<file path="config.mk">
export PLATFORM = sky130hd
export DESIGN_NAME = bitstream_port
export DESIGN_NICKNAME = d
export VERILOG_FILES = /design/src/rtl/bitstream_port.sv
export SDC_FILE = /design/constraint.sdc
export NUM_CORES = 2
export LEC_CHECK = 0
export BUFFER_PORTS_ARGS = -buffer_cell sky130_fd_sc_hd__clkbuf_2
export CAP_MARGIN = 20
export CORE_AREA = 3 3 544 546
export CTS_CLUSTER_DIAMETER = 120
export DETAILED_ROUTE_END_ITERATION = 8
export DIE_AREA = 0 0 547 549
export PLACE_DENSITY_LB_ADDON = 0.25
export SYNTH_ARGS = -nofsm -noshare
export SYNTH_HDL_FRONTEND = slang
export SYNTH_MEMORY_MAX_BITS = 65536
export SYNTH_SLANG_ARGS = --single-unit
export TNS_END_PERCENT = 1
</file>
<file path="constraint.sdc">
create_clock -name clk -period 29.2 [get_ports clk]
set_input_delay 2.92 -clock clk [delete_from_list [all_inputs] [get_ports clk]]
set_output_delay 2.92 -clock clk [all_outputs]
set_load 0.005 [all_outputs]
</file>
<file path="src/rtl/bitstream_port.sv">
module bitstream_port #(
  parameter int MEM_WORDS  = 256,
  parameter int FIFO_DEPTH = 4
)(
  input  logic       clk,
  input  logic       rst_n,
  input  logic       cpu_sel,
  input  logic       cpu_we,
  input  logic [6:0] cpu_addr,
  input  logic [7:0] cpu_wdata,
  output logic [7:0] cpu_rdata,
  output logic       cpu_ready
);
  localparam int AW = $clog2(MEM_WORDS);
  localparam int PW = AW + 4;
  localparam int FW = (FIFO_DEPTH > 1) ? $clog2(FIFO_DEPTH) : 1;

  typedef enum logic [2:0] {S_IDLE, S_F0, S_F1, S_F2, S_WB0, S_WB1, S_DONE} st_t;

  logic [31:0] rd_ptr, wr_ptr;
  logic [7:0]  lo_hold, hi_hold;

  logic [PW-1:0] f_bit [FIFO_DEPTH];
  logic [4:0]    f_w   [FIFO_DEPTH];
  logic [15:0]   f_val [FIFO_DEPTH];
  logic [FW-1:0] f_wp, f_rp;
  logic [FW:0]   f_cnt;

  logic [15:0] mem [MEM_WORDS];
  logic [AW-1:0] maddr;
  logic [15:0] q, w0, w1;
  st_t st;
  logic [PW-1:0] e_bit;
  logic [4:0]    e_w;
  logic [15:0]   e_val;
  logic          e_wr;

  wire is_ptr   = cpu_addr < 7'd8;
  wire is_rdwin = (cpu_addr >= 7'd8)  && (cpu_addr < 7'd40);
  wire is_wrwin = (cpu_addr >= 7'd40) && (cpu_addr < 7'd72);
  wire [3:0] ridx = 4'((cpu_addr - 7'd8) >> 1);
  wire [3:0] widx = 4'((cpu_addr - 7'd40) >> 1);
  wire [4:0] rwidth = {1'b0, ridx} + 5'd1;
  wire [4:0] wwidth = {1'b0, widx} + 5'd1;

  wire rd_req    = cpu_sel && !cpu_we && is_rdwin && !cpu_addr[0];
  wire wr_commit = cpu_sel && cpu_we && is_wrwin && cpu_addr[0];
  wire fifo_full = f_cnt == (FW+1)'(FIFO_DEPTH);
  wire push      = wr_commit && !fifo_full;
  wire pop       = (st == S_IDLE) && (f_cnt != '0);
  wire ptr_wr    = cpu_sel && cpu_we && is_ptr;

  assign cpu_ready = rd_req ? (st == S_DONE) : !(wr_commit && fifo_full);

  wire [3:0]  off   = e_bit[3:0];
  wire [15:0] wmask = 16'hFFFF >> (5'd16 - e_w);
  wire [31:0] pair  = {w1, w0};
  wire [31:0] fmask = {16'h0, wmask} << off;
  wire [31:0] merged = (pair & ~fmask) | ({16'h0, e_val & wmask} << off);
  wire [15:0] rd_val = 16'(pair >> off) & wmask;

  always_comb begin
    cpu_rdata = 8'h00;
    if (is_ptr)
      cpu_rdata = cpu_addr[2] ? wr_ptr[{cpu_addr[1:0], 3'b000} +: 8]
                              : rd_ptr[{cpu_addr[1:0], 3'b000} +: 8];
    else if (is_rdwin)
      cpu_rdata = cpu_addr[0] ? hi_hold : rd_val[7:0];
  end

  always_ff @(posedge clk) begin
    q <= mem[maddr];
    if (st == S_WB0) mem[maddr] <= merged[15:0];
    if (st == S_WB1) mem[maddr] <= merged[31:16];
  end

  always_ff @(posedge clk) begin
    if (push) begin
      f_bit[f_wp] <= wr_ptr[PW-1:0];
      f_w[f_wp]   <= wwidth;
      f_val[f_wp] <= {cpu_wdata, lo_hold};
    end
  end

  always_ff @(posedge clk) begin
    if (!rst_n) begin
      rd_ptr  <= '0;
      wr_ptr  <= '0;
      lo_hold <= '0;
      hi_hold <= '0;
      f_wp    <= '0;
      f_rp    <= '0;
      f_cnt   <= '0;
      st      <= S_IDLE;
      maddr   <= '0;
      w0      <= '0;
      w1      <= '0;
      e_bit   <= '0;
      e_w     <= 5'd1;
      e_val   <= '0;
      e_wr    <= 1'b0;
    end else begin
      if (ptr_wr) begin
        if (cpu_addr[2]) begin
          wr_ptr[{cpu_addr[1:0], 3'b000} +: 8] <= cpu_wdata;
          lo_hold <= '0;
        end else begin
          rd_ptr[{cpu_addr[1:0], 3'b000} +: 8] <= cpu_wdata;
          hi_hold <= '0;
        end
      end
      if (cpu_sel && cpu_we && is_wrwin && !cpu_addr[0]) lo_hold <= cpu_wdata;
      if (push) begin
        wr_ptr <= wr_ptr + 32'(wwidth);
        f_wp   <= (f_wp == FW'(FIFO_DEPTH-1)) ? '0 : f_wp + 1'b1;
      end
      if (pop) f_rp <= (f_rp == FW'(FIFO_DEPTH-1)) ? '0 : f_rp + 1'b1;
      f_cnt <= f_cnt + (FW+1)'(push) - (FW+1)'(pop);

      case (st)
        S_IDLE: begin
          if (pop) begin
            e_bit <= f_bit[f_rp];
            e_w   <= f_w[f_rp];
            e_val <= f_val[f_rp];
            e_wr  <= 1'b1;
            maddr <= f_bit[f_rp][PW-1:4];
            st    <= S_F0;
          end else if (rd_req) begin
            e_bit <= rd_ptr[PW-1:0];
            e_w   <= rwidth;
            e_wr  <= 1'b0;
            maddr <= rd_ptr[PW-1:4];
            st    <= S_F0;
          end
        end
        S_F0: begin
          maddr <= maddr + 1'b1;
          st    <= S_F1;
        end
        S_F1: begin
          w0 <= q;
          st <= S_F2;
        end
        S_F2: begin
          w1 <= q;
          if (e_wr) begin
            maddr <= e_bit[PW-1:4];
            st    <= S_WB0;
          end else begin
            st <= S_DONE;
          end
        end
        S_WB0: begin
          maddr <= maddr + 1'b1;
          st    <= S_WB1;
        end
        S_WB1: st <= S_IDLE;
        S_DONE: begin
          if (rd_req) begin
            hi_hold <= rd_val[15:8];
            rd_ptr  <= rd_ptr + 32'(e_w);
            st      <= S_IDLE;
          end
        end
        default: st <= S_IDLE;
      endcase
    end
  end
endmodule

</file>
==> metrics.txt <==
failing checks slew limit; Die Y 549 um; CTS sink count 4410; maxcap violations 0; post-CTS setup buffer count 0; fin area 0.1954 mm2; number of CTS-inserted buffers 428; Hold Crit Class reg -> reg; first-pass GRT wire length 688.1 mm; vias per cell 7.017; max-slew violations 51; commonest non-fill, non-tap cells in the layout edfxtp_1, mux4_2, clkbuf_16, nand2_1, buf_4; Net Count, Synth 8499; Avg Cell Area, Syn 20.71 um2; Tmin final 8.254 ns; most frequent CP cell clkbuf_2; cell taking the most area after synthesis edfxtp_1; Final nets 8853; initial antenna violation count 19; total negative setup slack 0 ns; hpwl dp 288.7 mm; main area contributors after synthesis edfxtp_1, mux4_2, dfxtp_1; Seq/Total Area, Yosys 74.67%; Clock Skews 0.05148 ns; Slew @ Worst Pin 1.574 ns; H-tree levels 5; R2R setup slack 22.68 ns; worst-case clock buffer depth 4; hold slack 0.4664 ns; number of global-route vias before repair 90520; DP Area 0.1815 mm2; CP Launch Point cpu_addr[0]; Die Wd 547 um; Post-Layout Cell Count 13070; Leak Pwr 59.87 nW; total grt overflow 0; DR iter-0 viols 14130; # IOs 28; period utilization 28.27%; Buffers on Ports 27; final setup vio count 0; Final Hold Fails 0; outcome complete, but fails checks; Sequential Power Share 43.3%; slowest CP cell a211oi_4; CP endpoint kind primary output; clock root cell clkbuf_16; kind of critical path in -> out; Pint 0.01299 W; post-synthesis cell count 8444; post-synthesis register bit count 4410; clock share of power 28.0%; PD cells 97.72 mW/mm2; Initial Util 60.09%; predominant post-synthesis flop cell edfxtp_1; reg2reg start maddr[0]$_SDFFE_PN0P_; wire per inst 37.06 um; sw frac 31.97%; total track usage 32.40%; GP Congestion 0.9722; Startpoint Class input pin; Crit Path Max Fanout 36; Clk Latency, worst-skew pair 0.98 ns; DRT antenna net count 0; DR vias 91730; Critical Path RT 26.28 ns; die area 0.3003 mm2; fmax 0.1212 GHz; worst-path cell chain clkbuf_2 > buf_4 > inv_1 > ha_1 > nand4bb_1 > a211oi_4 > nand4_4 > o21ai_0 > clkbuf_2; top cell type's share of synthesized area 72.59%; Hold-fix buffers, CTS 0; end of the worst register-to-register path q[8]$_DFF_P_; Async SR Flop Fraction 0%; RSZ-0062 raised after global routing no; share of post-route cells with drive strength above 1 27.61%; Synth cell types 96; CP endpoint cpu_ready; Fill cells 17890; Slew HR -4.919%; Area Growth Syn to Fin 11.74%; CTS clk-pin slew, worst paths 0.06 ns; WL final 484.4 mm; CTS tree built; Critical Path AT 5.33 ns; pin count of the biggest net entering global routing 224; Largest stage delay, worst path 0.52 ns; 1st-pass router iterations 9; Post-synth EDFFs 4228; R2R cell count 10; NetSw 0.006106 W; cts repair resizes 0; row count 198; DRC viols 0; Mapped Area 0.1749 mm2; most common cell after layout, fill and taps aside edfxtp_1; Max IR drop VDD 135.5 uV; total core area 0.2911 mm2; Comb power frac 28.6%; Inst Count DP 12240; synth warn 0
-- cells by family after synthesis --
| group | after synthesis | synth area share (%) |
|---|---|---|
| AO/OA/AOI/OAI | 731 | 2.886 |
| XOR/XNOR | 23 | 0.1152 |
| adder cells (fa/ha/maj) | 38 | 0.2819 |
| buffers and inverters | 567 | 1.489 |
| flip-flops | 4410 | 74.67 |
| multiplexers | 1476 | 17.40 |
| AND/OR/NAND/NOR | 1199 | 3.152 |
-- metal layers --
metal	part of all wire [%]	vias to the layer above	track usage, %	routed length, um
met4	5.9	6	15.86	28620
met3	12	1156	9.167	59670
met2	47	6326	49.03	226000
met5	0.0091	-	0.2691	44
li1	-	36130	-	-
met1	35	48110	44.06	170100
-- synth_stat cells (all sizes together), types with 60 or more instances --
cell,count
o21ai,70
clkbuf,263
a21oi,191
nand3,99
nor2,396
dfxtp,182
mux4,1250
buf,249
edfxtp,4228
mux2i,204
a22oi,60
o22ai,87
nand2,390
-- worst min-delay path by stage --
stage	depth (start not counted)	start	slack, ns	end
after detailed placement	2	w1[15]$_SDFFE_PN0P_	0.46	w1[15]$_SDFFE_PN0P_
after global routing	2	w1[15]$_SDFFE_PN0P_	0.48	w1[15]$_SDFFE_PN0P_
after floorplan	2	hi_hold[3]$_SDFF_PN0_	0.43	hi_hold[3]$_SDFF_PN0_
final	2	w1[15]$_SDFFE_PN0P_	0.47	w1[15]$_SDFFE_PN0P_
after CTS	2	w1[15]$_SDFFE_PN0P_	0.47	w1[15]$_SDFFE_PN0P_
after global placement	2	hi_hold[6]$_SDFF_PN0_	0.46	hi_hold[6]$_SDFF_PN0_
-- area by class of cell --
type / count / area, um2 / share of cell area [%]
Sequential cell: 4410 / 130600 / 66.84
Timing Repair Buffer: 436 / 3770 / 1.929
Multi-Input combinational cell: 3467 / 42420 / 21.70
Antenna cell: 18 / 45.04 / 0.02305
Clock inverter: 252 / 2262 / 1.157
Clock buffer: 533 / 11230 / 5.745
Tap cell: 3900 / 4880 / 2.497
Inverter: 55 / 209.0 / 0.1069
-- registers in the layout, indices dropped and copies added, names as in the netlist, 20 cells and up, named ones only --
register,cells
rd_ptr,32
wr_ptr,32
f_w,20
f_val,64
f_bit,48
mem,4096
-- power groups by stage --
stage          Clock (W)  Sequential, W  Combinational [W]
2_1_floorplan          0        0.00885            0.00337
3_3_place_gp           0        0.00840            0.00522
3_5_place_dp           0        0.00840            0.00537
4_1_cts          0.00539        0.00827            0.00540
5_1_grt          0.00564        0.00828            0.00572
6_report         0.00535        0.00828            0.00547
-- critical path: cells and delay by family --
kind                     cells  cell delay [ns]
AND/OR/NAND/NOR              2             0.53
adder cells (fa/ha/maj)      1             0.32
buffers and inverters        4             0.79
AO/OA/AOI/OAI                2             0.74
-- stage by stage --
stage / util [%] / power [W] / worst slack (ns)
global route: 67.13 / 0.01964 / 20.80
floorplan: - / 0.01223 / 13.77
finish: 67.14 / 0.01910 / 20.95
CTS: 66.98 / 0.01906 / 20.99
global placement: 62.24 / 0.01362 / 21.03
detailed placement: 62.34 / 0.01377 / 20.99
Power figures use the tool's default switching activity.
